$ cat src/rtl/rtc_pkg.sv
package rtc_pkg;
  // word indices (byte offset / 4)
  localparam int unsigned WI_SEC  = 0;
  localparam int unsigned WI_SSEC = 1;
  localparam int unsigned WI_CTRL = 4;
  localparam int unsigned WI_TRIM = 5;
  // control word bit positions
  localparam int unsigned CB_READY = 0;
  localparam int unsigned CB_IE    = 1;
  localparam int unsigned CB_BUSY  = 2;
  localparam int unsigned CB_WEN   = 3;
endpackage

$ cat src/rtl/rtc_subsec.sv
module rtc_subsec #(
  parameter int SSEC_W = 12,
  parameter int TRIM_W = 8
) (
  input  logic              clk,
  input  logic              rst,
  input  logic              tick,
  input  logic              wr,
  input  logic [SSEC_W-1:0] wdata,
  input  logic [TRIM_W-1:0] trim,
  output logic [SSEC_W-1:0] ssec,
  output logic              wrap
);
  localparam int PAD_W = SSEC_W - TRIM_W;

  logic [SSEC_W-1:0] ssec_q;
  logic [TRIM_W-1:0] hold_q;
  logic [TRIM_W-1:0] neg_mag;
  logic [SSEC_W-1:0] pos_load;
  logic              hold_idle;

  assign hold_idle = (hold_q == '0);
  assign neg_mag   = '0 - trim;
  assign pos_load  = {{PAD_W{1'b0}}, trim};
  assign wrap      = tick && !wr && hold_idle && (ssec_q == '1);
  assign ssec      = ssec_q;

  always_ff @(posedge clk) begin
    if (rst) begin
      ssec_q <= '0;
      hold_q <= '0;
    end else if (wr) begin
      ssec_q <= wdata;
      hold_q <= '0;
    end else if (tick) begin
      if (!hold_idle) begin
        hold_q <= hold_q - 1'b1;
      end else if (ssec_q == '1) begin
        if (trim[TRIM_W-1]) begin
          ssec_q <= '0;
          hold_q <= neg_mag;
        end else begin
          ssec_q <= pos_load;
        end
      end else begin
        ssec_q <= ssec_q + 1'b1;
      end
    end
  end
endmodule

$ cat src/rtl/rtc_seccnt.sv
module rtc_seccnt #(
  parameter int SEC_W = 32
) (
  input  logic             clk,
  input  logic             rst,
  input  logic             wr,
  input  logic [SEC_W-1:0] wdata,
  input  logic             inc,
  output logic [SEC_W-1:0] sec
);
  logic [SEC_W-1:0] sec_q;
  assign sec = sec_q;

  always_ff @(posedge clk) begin
    if (rst)      sec_q <= '0;
    else if (wr)  sec_q <= wdata;
    else if (inc) sec_q <= sec_q + 1'b1;
  end
endmodule

$ cat src/rtl/rtc_trim.sv
module rtc_trim #(
  parameter int TRIM_W   = 8,
  parameter int BUSY_CYC = 2
) (
  input  logic              clk,
  input  logic              rst,
  input  logic              wr,
  input  logic              wen,
  input  logic [TRIM_W-1:0] wdata,
  output logic [TRIM_W-1:0] trim,
  output logic              busy,
  output logic              accept
);
  localparam int CNT_W = $clog2(BUSY_CYC + 1);

  logic [CNT_W-1:0]  cnt_q;
  logic [TRIM_W-1:0] trim_q;

  assign busy   = (cnt_q != '0);
  assign accept = wr && wen && !busy;
  assign trim   = trim_q;

  always_ff @(posedge clk) begin
    if (rst) begin
      trim_q <= '0;
      cnt_q  <= '0;
    end else if (accept) begin
      trim_q <= wdata;
      cnt_q  <= CNT_W'(BUSY_CYC);
    end else if (busy) begin
      cnt_q  <= cnt_q - 1'b1;
    end
  end
endmodule

$ cat src/rtl/rtc_core.sv
module rtc_core
  import rtc_pkg::*;
#(
  parameter int ADDR_W   = 5,
  parameter int DATA_W   = 32,
  parameter int SEC_W    = 32,
  parameter int SSEC_W   = 12,
  parameter int TRIM_W   = 8,
  parameter int BUSY_CYC = 2
) (
  input  logic              clk,
  input  logic              rst,
  input  logic              tick,
  input  logic              psel,
  input  logic              penable,
  input  logic              pwrite,
  input  logic [ADDR_W-1:0] paddr,
  input  logic [DATA_W-1:0] pwdata,
  output logic [DATA_W-1:0] prdata,
  output logic              irq
);
  localparam int WIDX_W = ADDR_W - 2;

  logic              wr_stb, rd_stb;
  logic [WIDX_W-1:0] widx;
  logic              wr_sec, wr_ssec, wr_ctrl, wr_trim;
  logic [SEC_W-1:0]  sec_w;
  logic [SSEC_W-1:0] ssec_w;
  logic [TRIM_W-1:0] trim_w;
  logic              wrap_w, busy_w, trim_acc;
  logic              ready_q, ie_q, wen_q, tick_d, irq_q;
  logic [DATA_W-1:0] rd_word, prdata_q;

  assign wr_stb  = psel && penable && pwrite;
  assign rd_stb  = psel && !penable && !pwrite;
  assign widx    = paddr[ADDR_W-1:2];
  assign wr_sec  = wr_stb && (widx == WIDX_W'(WI_SEC));
  assign wr_ssec = wr_stb && (widx == WIDX_W'(WI_SSEC));
  assign wr_ctrl = wr_stb && (widx == WIDX_W'(WI_CTRL));
  assign wr_trim = wr_stb && (widx == WIDX_W'(WI_TRIM));

  rtc_subsec #(.SSEC_W(SSEC_W), .TRIM_W(TRIM_W)) u_sub (
    .clk(clk), .rst(rst), .tick(tick), .wr(wr_ssec),
    .wdata(pwdata[SSEC_W-1:0]), .trim(trim_w),
    .ssec(ssec_w), .wrap(wrap_w)
  );

  rtc_seccnt #(.SEC_W(SEC_W)) u_sec (
    .clk(clk), .rst(rst), .wr(wr_sec), .wdata(pwdata[SEC_W-1:0]),
    .inc(wrap_w), .sec(sec_w)
  );

  rtc_trim #(.TRIM_W(TRIM_W), .BUSY_CYC(BUSY_CYC)) u_trim (
    .clk(clk), .rst(rst), .wr(wr_trim), .wen(wen_q),
    .wdata(pwdata[TRIM_W-1:0]), .trim(trim_w), .busy(busy_w),
    .accept(trim_acc)
  );

  // control flags; hardware ready set has priority over a software clear
  always_ff @(posedge clk) begin
    if (rst) begin
      tick_d  <= 1'b0;
      ready_q <= 1'b0;
      ie_q    <= 1'b0;
      wen_q   <= 1'b0;
      irq_q   <= 1'b0;
    end else begin
      tick_d <= tick;
      if (tick_d)                          ready_q <= 1'b1;
      else if (wr_ctrl && !pwdata[CB_READY]) ready_q <= 1'b0;
      if (wr_ctrl) begin
        ie_q  <= pwdata[CB_IE];
        wen_q <= pwdata[CB_WEN];
      end
      irq_q <= ready_q && ie_q;
    end
  end

  always_comb begin
    rd_word = '0;
    unique case (widx)
      WIDX_W'(WI_SEC):  rd_word = DATA_W'(sec_w);
      WIDX_W'(WI_SSEC): rd_word = DATA_W'(ssec_w);
      WIDX_W'(WI_CTRL): begin
        rd_word[CB_READY] = ready_q;
        rd_word[CB_IE]    = ie_q;
        rd_word[CB_BUSY]  = busy_w;
        rd_word[CB_WEN]   = wen_q;
      end
      WIDX_W'(WI_TRIM): rd_word = DATA_W'(trim_w);
      default:          rd_word = '0;
    endcase
  end

  always_ff @(posedge clk) begin
    if (rst)         prdata_q <= '0;
    else if (rd_stb) prdata_q <= rd_word;
  end

  assign prdata = prdata_q;
  assign irq    = irq_q;
endmodule

$ cat config.mk
export PLATFORM = sky130hd
export DESIGN_NAME = rtc_core
export DESIGN_NICKNAME = d
export VERILOG_FILES = /design/src/rtl/rtc_pkg.sv /design/src/rtl/rtc_subsec.sv /design/src/rtl/rtc_seccnt.sv /design/src/rtl/rtc_trim.sv /design/src/rtl/rtc_core.sv
export SDC_FILE = /design/constraint.sdc
export NUM_CORES = 1
export LEC_CHECK = 0
export CAP_MARGIN = 15
export CORE_UTILIZATION = 45
export CTS_CLUSTER_DIAMETER = 100
export DETAILED_ROUTE_END_ITERATION = 16
export DONT_BUFFER_PORTS = 1
export SLEW_MARGIN = 10
export SYNTH_ARGS = -nofsm -noshare
export SYNTH_HDL_FRONTEND = slang
export SYNTH_SLANG_ARGS = --single-unit
$ cat constraint.sdc
create_clock -name clk -period 3.45 [get_ports clk]
set_input_delay 0.5175 -clock clk [delete_from_list [all_inputs] [get_ports clk]]
set_output_delay 0.5175 -clock clk [all_outputs]
set_load 0.01 [all_outputs]
==> results.toml, run 1 <==
[clock_tree]
cts_tree = "done"
clockRootBuffer = "clkbuf_16"
cts.reportedPaths.clkPinSlew_ns = 0.07
cts_max_path_buffers = 2
cts_buffers = 9
cts_resized = 0
cts_hold_repair.buffers = 0
cts_setup_buffers = 0
cts_max_level = 3
clock_insertion_delay_worst_skew_ns = 0.35
clock_sink_count = 99

[setup_path]
critical_path_required_ns = 3.71
reg2reg_from = "u_sub.ssec[1]"
critPathMaxStageDelay_ns = 0.74
worst-path-max-fanout = 17
path_cells = "ha_1 -> nand3_1 -> nor4_2 -> nand4_1 -> or4_1 -> a311oi_1"
critical_path.slowest_cell = "or4_1"
reg2reg_slack_ns = 0.44
r2r.worst_path.cells = 6
cp-start-kind = "flip-flop"
rr_endpoint = "u_sec.sec[29]"
crit_path_end_kind = "flip-flop"
worst-endpoint-arrival_ns = 3.27
setup.worst_path.class = "flip-flop to flip-flop"

[run_status]
status = "complete, no violations"

[drt]
routed_via_density = 6.61
drtAntennaViolNets = 0
totalWireLength_mm = 16.0
drtPass1Iterations = 5
drt_drc_violations_left = 0
initial_detailed_routing_violation_count = 517
drt-wirelength-per-cell_um = 20.5
vias = 5153

[synth]
post_synth_and_or_nand_nor_area_fraction_pct = 28.4
syn-instance-count = 654
synthAdderAreaFrac_pct = 1.17
synth_top_cell_area_share_pct = 37.2
synth-async-reset-ratio_pct = 0
postSynthRegisterBits = 99
synth_cell_types = 58
netlist_top_cells_area = "dfxtp_1 (37%), nor2_1 (6.2%), a22oi_1 (4.2%)"
post_synth_edffs = 0
synthesis.yosys.warnings = 0
yosys-top-cells-count = "dfxtp_1 (99), nor2_1 (88), nand2_1 (45)"
post_synth_instance_area_um2 = 5330
yosys.cell_count.top_type = "dfxtp_1"
synth-seq-area-share_pct = 37.2
synthFlopType = "dfxtp_1"
compound_cell_area_share_of_the_yosys_netlist_pct = 21.1
synth.area.mux_share_pct = 5.71
synth_top_family_by_area = "simple AND/OR/NAND/NOR gates"
synthXorXnorAreaFrac_pct = 1.97
postSynthNetCount = 702
post-synth-top-area-cell = "dfxtp_1"
syn_area_cell_um2 = 8.14

[die]
die_w_um = 111
initial_core_util_pct = 46.4
design.portCount = 76
fp.dieArea_um2 = 12300
fp-row-count = 39
floorplan.die.height_um = 111
core-area_um2 = 11500

[power]
vdd_drop_max_v = 0.000332
power-per-cell-area_nw_per_um2 = 492
power.share.combinational_pct = 19.7
power_report.internal_total_w = 0.00197
p_switching_w = 0.000848
power.sequential.fraction_pct = 43.8
p_leak_nw = 1.91
switching_share_pct = 30.1
power.clock.fraction_pct = 36.5
totalPowerFinal_w = 0.00282

[grt]
grt.total_usage_pct = 26.2
grt_start_max_net_pins = 94
first_global_vias = 4752
grt_antenna_before_repair = 0
first_pass_grt_wire_length_mm = 25.6
grt_overflow = 0

[worst_hold_path]
timing.hold.worst_endpoint = "prdata[7]"
holdPathStages = 1
hp-start = "rst"
holdCritPathClass = "primary input to flip-flop"

[sta]
rsz0062_at_grt = "no"
max_clock_freq_mhz = 333
fin_setup_tns_ns = 0
worstMarginPinSlew_ns = 1.06
timing.final.hold_violations = 0
final_min_period_over_clock_period_pct = 87.2
finalCriticalPeriod_ns = 3.01
maxSlewViolCount = 0
setup_viol = 0
maxSlewHeadroom_pct = 29.4
finalHoldWorstSlack_ns = 0.229
timing.clock.skew_ns = 0.00625

[final_layout]
finish.utilization_pct = 50.0
num-fill-cells = 1155
antenna_cells = 0
drive_above_1_share_pct = 6.59
growth_of_design_area_from_synthesis_to_finish_pct = 7.66
design.final.nets = 681

[job]
max_cap_violations = 0

[placed_design]
place.detailed.hpwl_mm = 11.2
placer_congestion = 0.876
port-buffer-count = 0
sequential cells by signal, summed over array words and instances, names as in the netlist:
register,flops
u_trim.trim,8
ie_q,1
prdata,32
wen_q,1
u_trim.cnt_q,2
u_sec.sec,32
ready_q,1
irq,1
u_sub.ssec,12
u_sub.hold_q,8
tick_d,1
placed cells by master, fill, tap and decap left out, types with 5 or more instances in the layout:
| master | count |
|---|---|
| a211oi_1 | 13 |
| a21oi_1 | 31 |
| a22oi_1 | 30 |
| a311oi_1 | 11 |
| a31oi_1 | 10 |
| and2_1 | 7 |
| and3_1 | 9 |
| and4_1 | 9 |
| buf_4 | 13 |
| clkbuf_16 | 9 |
| dfxtp_1 | 99 |
| ha_1 | 5 |
| inv_1 | 17 |
| mux2i_1 | 18 |
| nand2_1 | 45 |
| nand3_1 | 19 |
| nand4_1 | 14 |
| nor2_1 | 88 |
| nor3_1 | 23 |
| nor3b_1 | 5 |
| nor4_1 | 24 |
| o211ai_1 | 6 |
| o21ai_0 | 17 |
| o31ai_1 | 13 |
| or3_1 | 11 |
| or4_1 | 13 |
| xnor2_1 | 12 |
logic make-up (layout without fill, tap and decap cells):
| logic type | count (synthesis) | count (layout) |
|---|---|---|
| flops | 99 | 99 |
| simple gates | 290 | 290 |
| fa+ha+maj | 5 | 5 |
| xor+xnor | 12 | 12 |
| mux | 25 | 25 |
| buf+inv | 62 | 45 |
| compound gates | 161 | 161 |
worst max path at each step:
| stage | endpoint | from |
|---|---|---|
| finish | u_sec.sec[29] | u_sub.ssec[1] |
| detailed placement | u_sec.sec[29] | tick |
| global route | u_sec.sec[29] | u_sub.ssec[0] |
| floorplan | u_sec.sec[19] | u_sub.ssec[0] |
| CTS | u_sec.sec[29] | u_sub.ssec[0] |
| global placement | u_sec.sec[29] | u_sub.ssec[0] |
power by group through the flow:
stage	clock [W]	combinational [W]	sequential [W]
6_report	0.00103	0.000555	0.00124
5_1_grt	0.00108	0.000608	0.00124
4_1_cts	0.00104	0.000550	0.00123
3_5_place_dp	0	0.000546	0.00126
3_3_place_gp	0	0.000534	0.00126
2_1_floorplan	0	0.000428	0.00124
per-stage QoR:
step                      area, µm²  instances  setup slack [ns]
after CTS                      5730        780             0.481
after floorplan                5330        654             0.935
final                          5730        780             0.443
after global routing           5730        780             0.272
after global placement         5440        765             0.621
after detailed placement       5440        765             0.498
cell type report:
cell class	count	area [µm²]	area share, %
Inverter	17	63.8	1.11
Clock buffer	11	243	4.23
Multi-Input combinational cell	493	3120	54.4
Timing Repair Buffer	13	97.6	1.70
Tap cell	143	179	3.12
Clock inverter	4	51.3	0.895
Sequential cell	99	1980	34.6
worst max-delay path: cells and delay by family (launching register included):
family	cells	cell delay (ns)
AOI/OAI and AO/OA	1	0.27
adders and majority gates	1	0.29
DFF	1	0.41
and+or+nand+nor	4	1.94
per-layer routing:
metal	routed length [µm]	track usage, %	vias up
met3	1210	4.65	19
met2	6950	38.3	197
met5	0	0	-
li1	-	-	2429
met4	261	10.5	0
met1	7550	38.0	2508
No activity file was read; power rests on OpenSTA's default activity.
==> run 2, diff against run 1 <==
--- a/config.mk
+++ b/config.mk
@@ -6,10 +6,13 @@
 export NUM_CORES = 1
 export LEC_CHECK = 0
 export CAP_MARGIN = 15
-export CORE_UTILIZATION = 45
+export CELL_PAD_IN_SITES_DETAIL_PLACEMENT = 1
+export CELL_PAD_IN_SITES_GLOBAL_PLACEMENT = 2
+export CORE_UTILIZATION = 38
 export CTS_CLUSTER_DIAMETER = 100
 export DETAILED_ROUTE_END_ITERATION = 16
 export DONT_BUFFER_PORTS = 1
+export PLACE_DENSITY_LB_ADDON = 0.1
 export SLEW_MARGIN = 10
 export SYNTH_ARGS = -nofsm -noshare
 export SYNTH_HDL_FRONTEND = slang
==> results.toml, run 2 (synthesis results as in run 1) <==
[placed_design]
pre_cts_ws_ns = 0.632
port-buffer-count = 0
placer_congestion = 0.834
place.detailed.hpwl_mm = 12.6
placed_cell_area_um2 = 5470

[power]
p_leak_nw = 1.90
totalPowerFinal_w = 0.00281
power-per-cell-area_nw_per_um2 = 489
vdd_drop_max_v = 0.000215

[setup_path]
worst-path-max-fanout = 16
crit_path_end_kind = "flip-flop"
critical_path_required_ns = 3.70
cp-start-kind = "flip-flop"
worst-endpoint-arrival_ns = 3.25
setup.worst_path.class = "flip-flop to flip-flop"

[die]
fp.dieArea_um2 = 14500
design.portCount = 76
die_w_um = 120
initial_core_util_pct = 39.6
core-area_um2 = 13500
floorplan.die.height_um = 120
fp-row-count = 42

[sta]
maxSlewHeadroom_pct = 33.1
timing.clock.skew_ns = 0.00755
fin_setup_tns_ns = 0
rsz0062_at_grt = "no"
max_clock_freq_mhz = 333
timing.final.hold_violations = 0
worst_slack_ns = 0.444
maxSlewViolCount = 0
finalCriticalPeriod_ns = 3.01
final_min_period_over_clock_period_pct = 87.1
worstMarginPinSlew_ns = 1.00
setup_viol = 0

[grt]
grt.busiest_layer = "met2"
grt_overflow = 0
met3_usage_grt_pct = 5.19
globalRouteMet2Util_pct = 38.4
grt_start_max_net_pins = 94
first_pass_grt_wire_length_mm = 28.6
grt.total_usage_pct = 25.5
grt_antenna_before_repair = 0
first_global_vias = 5056
grt_util_met1_pct = 36.0

[clock_tree]
cts_buffers = 9
clock_insertion_delay_worst_skew_ns = 0.36
clockRootBuffer = "clkbuf_16"
cts_setup_buffers = 0
cts_hold_repair.buffers = 0
cts_max_path_buffers = 2
cts_resized = 0
cts_tree = "done"
cts_max_level = 3
cts.reportedPaths.clkPinSlew_ns = 0.07
clock_sink_count = 99

[drt]
initial_detailed_routing_violation_count = 408
totalWireLength_mm = 18.0
drtPass1Iterations = 5
drtAntennaViolNets = 0
drt_drc_violations_left = 0
routed_via_density = 6.37
drt-wirelength-per-cell_um = 22.1
vias = 5175

[final_layout]
design_area_um2 = 5750
antenna_cells = 0
layout_common_cells = "dfxtp_1 (99), nor2_1 (88), nand2_1 (45)"
design.final.nets = 679
finish.utilization_pct = 42.7
layout_commonest_cell = "dfxtp_1"
drive_above_1_share_pct = 6.29
growth_of_design_area_from_synthesis_to_finish_pct = 7.92

[run_status]
status = "complete, no violations"

[worst_hold_path]
holdCritPathClass = "primary input to flip-flop"

[job]
max_cap_violations = 0
## run 2: cell count changes in the layout (fill, tap and decap cells not counted)
cell | before | now
clkinv_4 | 1 | 0
inv_6 | 0 | 1
clkbuf_1 | 1 | 2
buf_4 | 13 | 11
clkbuf_8 | 1 | 2
bufinv_16 | 1 | 0
## run 2: layout make-up
type,instances,area [µm²]
Clock buffer,13,260
Clock inverter,3,21.3
Fill cell,1641,7710
Inverter,17,63.8
Multi-Input combinational cell,493,3120
Sequential cell,99,1980
Tap cell,176,220
Timing Repair Buffer,11,82.6
## run 2: per-stage QoR
stage / hold slack, ns / std cells
after floorplan: 0.413 / 654
after global placement: 0.421 / 796
after detailed placement: 0.453 / 796
after CTS: 0.222 / 812
after global routing: 0.224 / 812
final: 0.233 / 812
## run 2: final timing paths
kind | slack, ns | cells after the start | startpoint | to
hold reg to reg | 0.46 | 1 | u_trim.cnt_q[0] | u_trim.cnt_q[0]
hold / removal | 0.23 | 1 | rst | u_sec.sec[5]
setup / recovery | 0.44 | 8 | u_sub.hold_q[0] | u_sec.sec[28]
setup reg to reg | 0.44 | 8 | u_sub.hold_q[0] | u_sec.sec[28]
## run 2: critical path, stage by stage (launching register included)
cell and delay [ns]:
dfxtp_1 0.37, inv_1 0.12, ha_1 0.21, nor4b_1 0.65, nand2_1 0.19, buf_4 0.25
nor3_2 0.61, a211oi_1 0.16, nor4_1 0.33
## run 2: power breakdown
part | switching [W] | internal, W | leakage, nW | total [W]
clock network | 0.000467 | 0.000532 | 0.136 | 0.000999
registers | 0.0000576 | 0.00118 | 0.799 | 0.00124
logic | 0.000362 | 0.000212 | 0.962 | 0.000574
total | 0.000887 | 0.00193 | 1.90 | 0.00281
## run 2: per-layer routing
metal / vias up / share of wire [%]
met5: - / 0
met4: 0 / 1.9
met3: 28 / 6.8
met2: 154 / 44
met1: 2571 / 48
li1: 2422 / -
==> run 3, diff against run 2 <==
--- a/config.mk
+++ b/config.mk
@@ -5,10 +5,11 @@
 export SDC_FILE = /design/constraint.sdc
 export NUM_CORES = 1
 export LEC_CHECK = 0
+export ABC_AREA = 1
 export CAP_MARGIN = 15
 export CELL_PAD_IN_SITES_DETAIL_PLACEMENT = 1
 export CELL_PAD_IN_SITES_GLOBAL_PLACEMENT = 2
-export CORE_UTILIZATION = 38
+export CORE_UTILIZATION = 35
 export CTS_CLUSTER_DIAMETER = 100
 export DETAILED_ROUTE_END_ITERATION = 16
 export DONT_BUFFER_PORTS = 1
==> results.toml, run 3 <==
[drt]
drtAntennaViolNets = 0
initial_detailed_routing_violation_count = 352
drtPass1Iterations = 4
vias = 5836
routed_via_density = 5.39
drt_drc_violations_left = 0
drt-wirelength-per-cell_um = 18.3
totalWireLength_mm = 19.8

[placed_design]
placer_congestion = 0.875
pre_cts_ws_ns = 0.878
port-buffer-count = 0
place.detailed.hpwl_mm = 14.9

[die]
die_w_um = 130
fp.dieArea_um2 = 16900
initial_core_util_pct = 36.0
floorplan.die.height_um = 130
core-area_um2 = 15900
fp-row-count = 46
design.portCount = 76

[final_layout]
drive_above_1_share_pct = 5.65
design.final.nets = 910
growth_of_design_area_from_synthesis_to_finish_pct = 7.65
layout_common_cells = "nand2_1 (204), nor2_1 (127), dfxtp_1 (99)"
layout_commonest_cell = "nand2_1"
antenna_cells = 0
num-fill-cells = 2108

[power]
p_leak_nw = 2.26
power-per-cell-area_nw_per_um2 = 376
vdd_drop_max_v = 0.000239

[grt]
grt_start_max_net_pins = 82
met3_usage_grt_pct = 5.21
first_pass_grt_wire_length_mm = 31.1
first_global_vias = 5749
grt.busiest_layer = "met2"
grt_antenna_before_repair = 0
globalRouteMet2Util_pct = 36.8
grt_util_met1_pct = 34.6
grt_overflow = 0
grt.total_usage_pct = 24.2

[sta]
fin_setup_tns_ns = 0
worstMarginPinSlew_ns = 1.11
final_min_period_over_clock_period_pct = 75.6
maxSlewHeadroom_pct = 25.8
setup_viol = 0
max_clock_freq_mhz = 383
maxSlewViolCount = 0
timing.final.hold_violations = 0
rsz0062_at_grt = "no"
worst_slack_ns = 0.842
finalCriticalPeriod_ns = 2.61
timing.clock.skew_ns = 0.00696

[synth]
yosys.cell_count.top_type = "nand2_1"
post_synth_edffs = 0
synthFlopType = "dfxtp_1"
synthesis.yosys.warnings = 0
netlist_top_cells_area = "dfxtp_1 (35%), nand2_1 (13%), nor2_1 (8.3%)"
synth_cell_types = 40
post-synth-top-area-cell = "dfxtp_1"
post_synth_instance_area_um2 = 5740
syn_area_cell_um2 = 6.51
synth-seq-area-share_pct = 34.5
postSynthRegisterBits = 99
syn-instance-count = 882
synth-async-reset-ratio_pct = 0
synth_top_cell_area_share_pct = 34.5
yosys-top-cells-count = "nand2_1 (204), nor2_1 (127), dfxtp_1 (99)"
postSynthNetCount = 930

[setup_path]
worst-endpoint-arrival_ns = 2.90
critical_path.slowest_cell = "nand3_4"
crit_family = "simple AND/OR/NAND/NOR gates"
worst-path-max-fanout = 34
path_cells = "ha_1 -> nand2_1 -> nor2_4 -> nand2_2 -> nor2_4 -> nand3_4 -> nand2_2 -> o21ai_0 -> a21oi_1"
crit_path_end_kind = "flip-flop"
setup.worst_path.class = "flip-flop to flip-flop"
critical_path_required_ns = 3.74
cp-start-kind = "flip-flop"
crit_buf_inv = 0
critPathMaxStageDelay_ns = 0.47

[clock_tree]
cts.reportedPaths.clkPinSlew_ns = 0.07
cts_buffers = 9
cts_setup_buffers = 0
clock_insertion_delay_worst_skew_ns = 0.36
cts_max_level = 3
cts_hold_repair.buffers = 0
cts_max_path_buffers = 2
cts_resized = 0
clock_sink_count = 99
clockRootBuffer = "clkbuf_16"
cts_tree = "done"

[job]
max_cap_violations = 0

[worst_hold_path]
holdCritPathClass = "primary input to flip-flop"

[run_status]
status = "complete, no violations"
## run 3: changes by cell type after synthesis, moves of 13 or more
cell      delta
nor3_1      -21
o21ai_0     +33
nand3_1     +56
o22ai_1     +15
nor2_1      +39
mux2i_1     -18
nor4_1      -24
nand2_1    +159
a21oi_1     +51
clkbuf_1    -17
nand3b_1    +13
inv_1       +62
a211oi_1    -13
or4_1       -13
## run 3: power breakdown
| group | switching, W | internal [W] |
|---|---|---|
| registers | 0.00000756 | 0.00115 |
| clock network | 0.000507 | 0.000577 |
| logic | 0.0000616 | 0.0000210 |
## run 3: path summary, 6_finish.rpt
kind / from / end / slack (ns) / cells past startpoint
max: u_sub.ssec[0] / u_sec.sec[2] / 0.84 / 9
min: rst / prdata[2] / 0.23 / 1
max reg2reg: u_sub.ssec[0] / u_sec.sec[2] / 0.84 / 9
min reg2reg: tick_d / ready_q / 0.44 / 2
## run 3: stage by stage
stage / hold WS, ns / utilization [%] / instance area [µm²] / power, W / instances
floorplan: 0.403 / - / 5740 / 0.00125 / 882
global placement: 0.416 / 36.8 / 5870 / 0.00126 / 1067
detailed placement: 0.427 / 36.8 / 5870 / 0.00126 / 1067
CTS: 0.210 / 38.7 / 6180 / 0.00235 / 1083
global route: 0.199 / 38.7 / 6180 / 0.00240 / 1083
finish: 0.225 / 38.7 / 6180 / 0.00232 / 1083
## run 3: cell type report
type / instances / area (µm²) / area share [%]
multi-input combinational: 663 / 3270 / 52.9
sequential: 99 / 1980 / 32.1
inverter: 86 / 325 / 5.27
tap: 216 / 270 / 4.38
clock buffer: 9 / 225 / 3.65
clock inverter: 7 / 85.1 / 1.38
timing repair buffer: 3 / 22.5 / 0.365
## run 3: layer usage
metal / vias to the layer above / share of wire (%)
met1: 2822 / 49
met5: - / 0
met3: 12 / 6.0
met4: 0 / 0.96
li1: 2870 / -
met2: 132 / 44
## run 3: cell families (layout without fill, tap and decap cells)
kind of cell               Yosys count  count (layout)  synth area share, %
and+or+nand+nor                    457             457                 35.6
AOI/OAI and AO/OA                  185             185                 17.8
xor gates and xnor gates            16              16                 2.44
buffers and inverters              120             105                 8.53
DFF                                 99              99                 34.5
adders and majority gates            5               5                 1.09
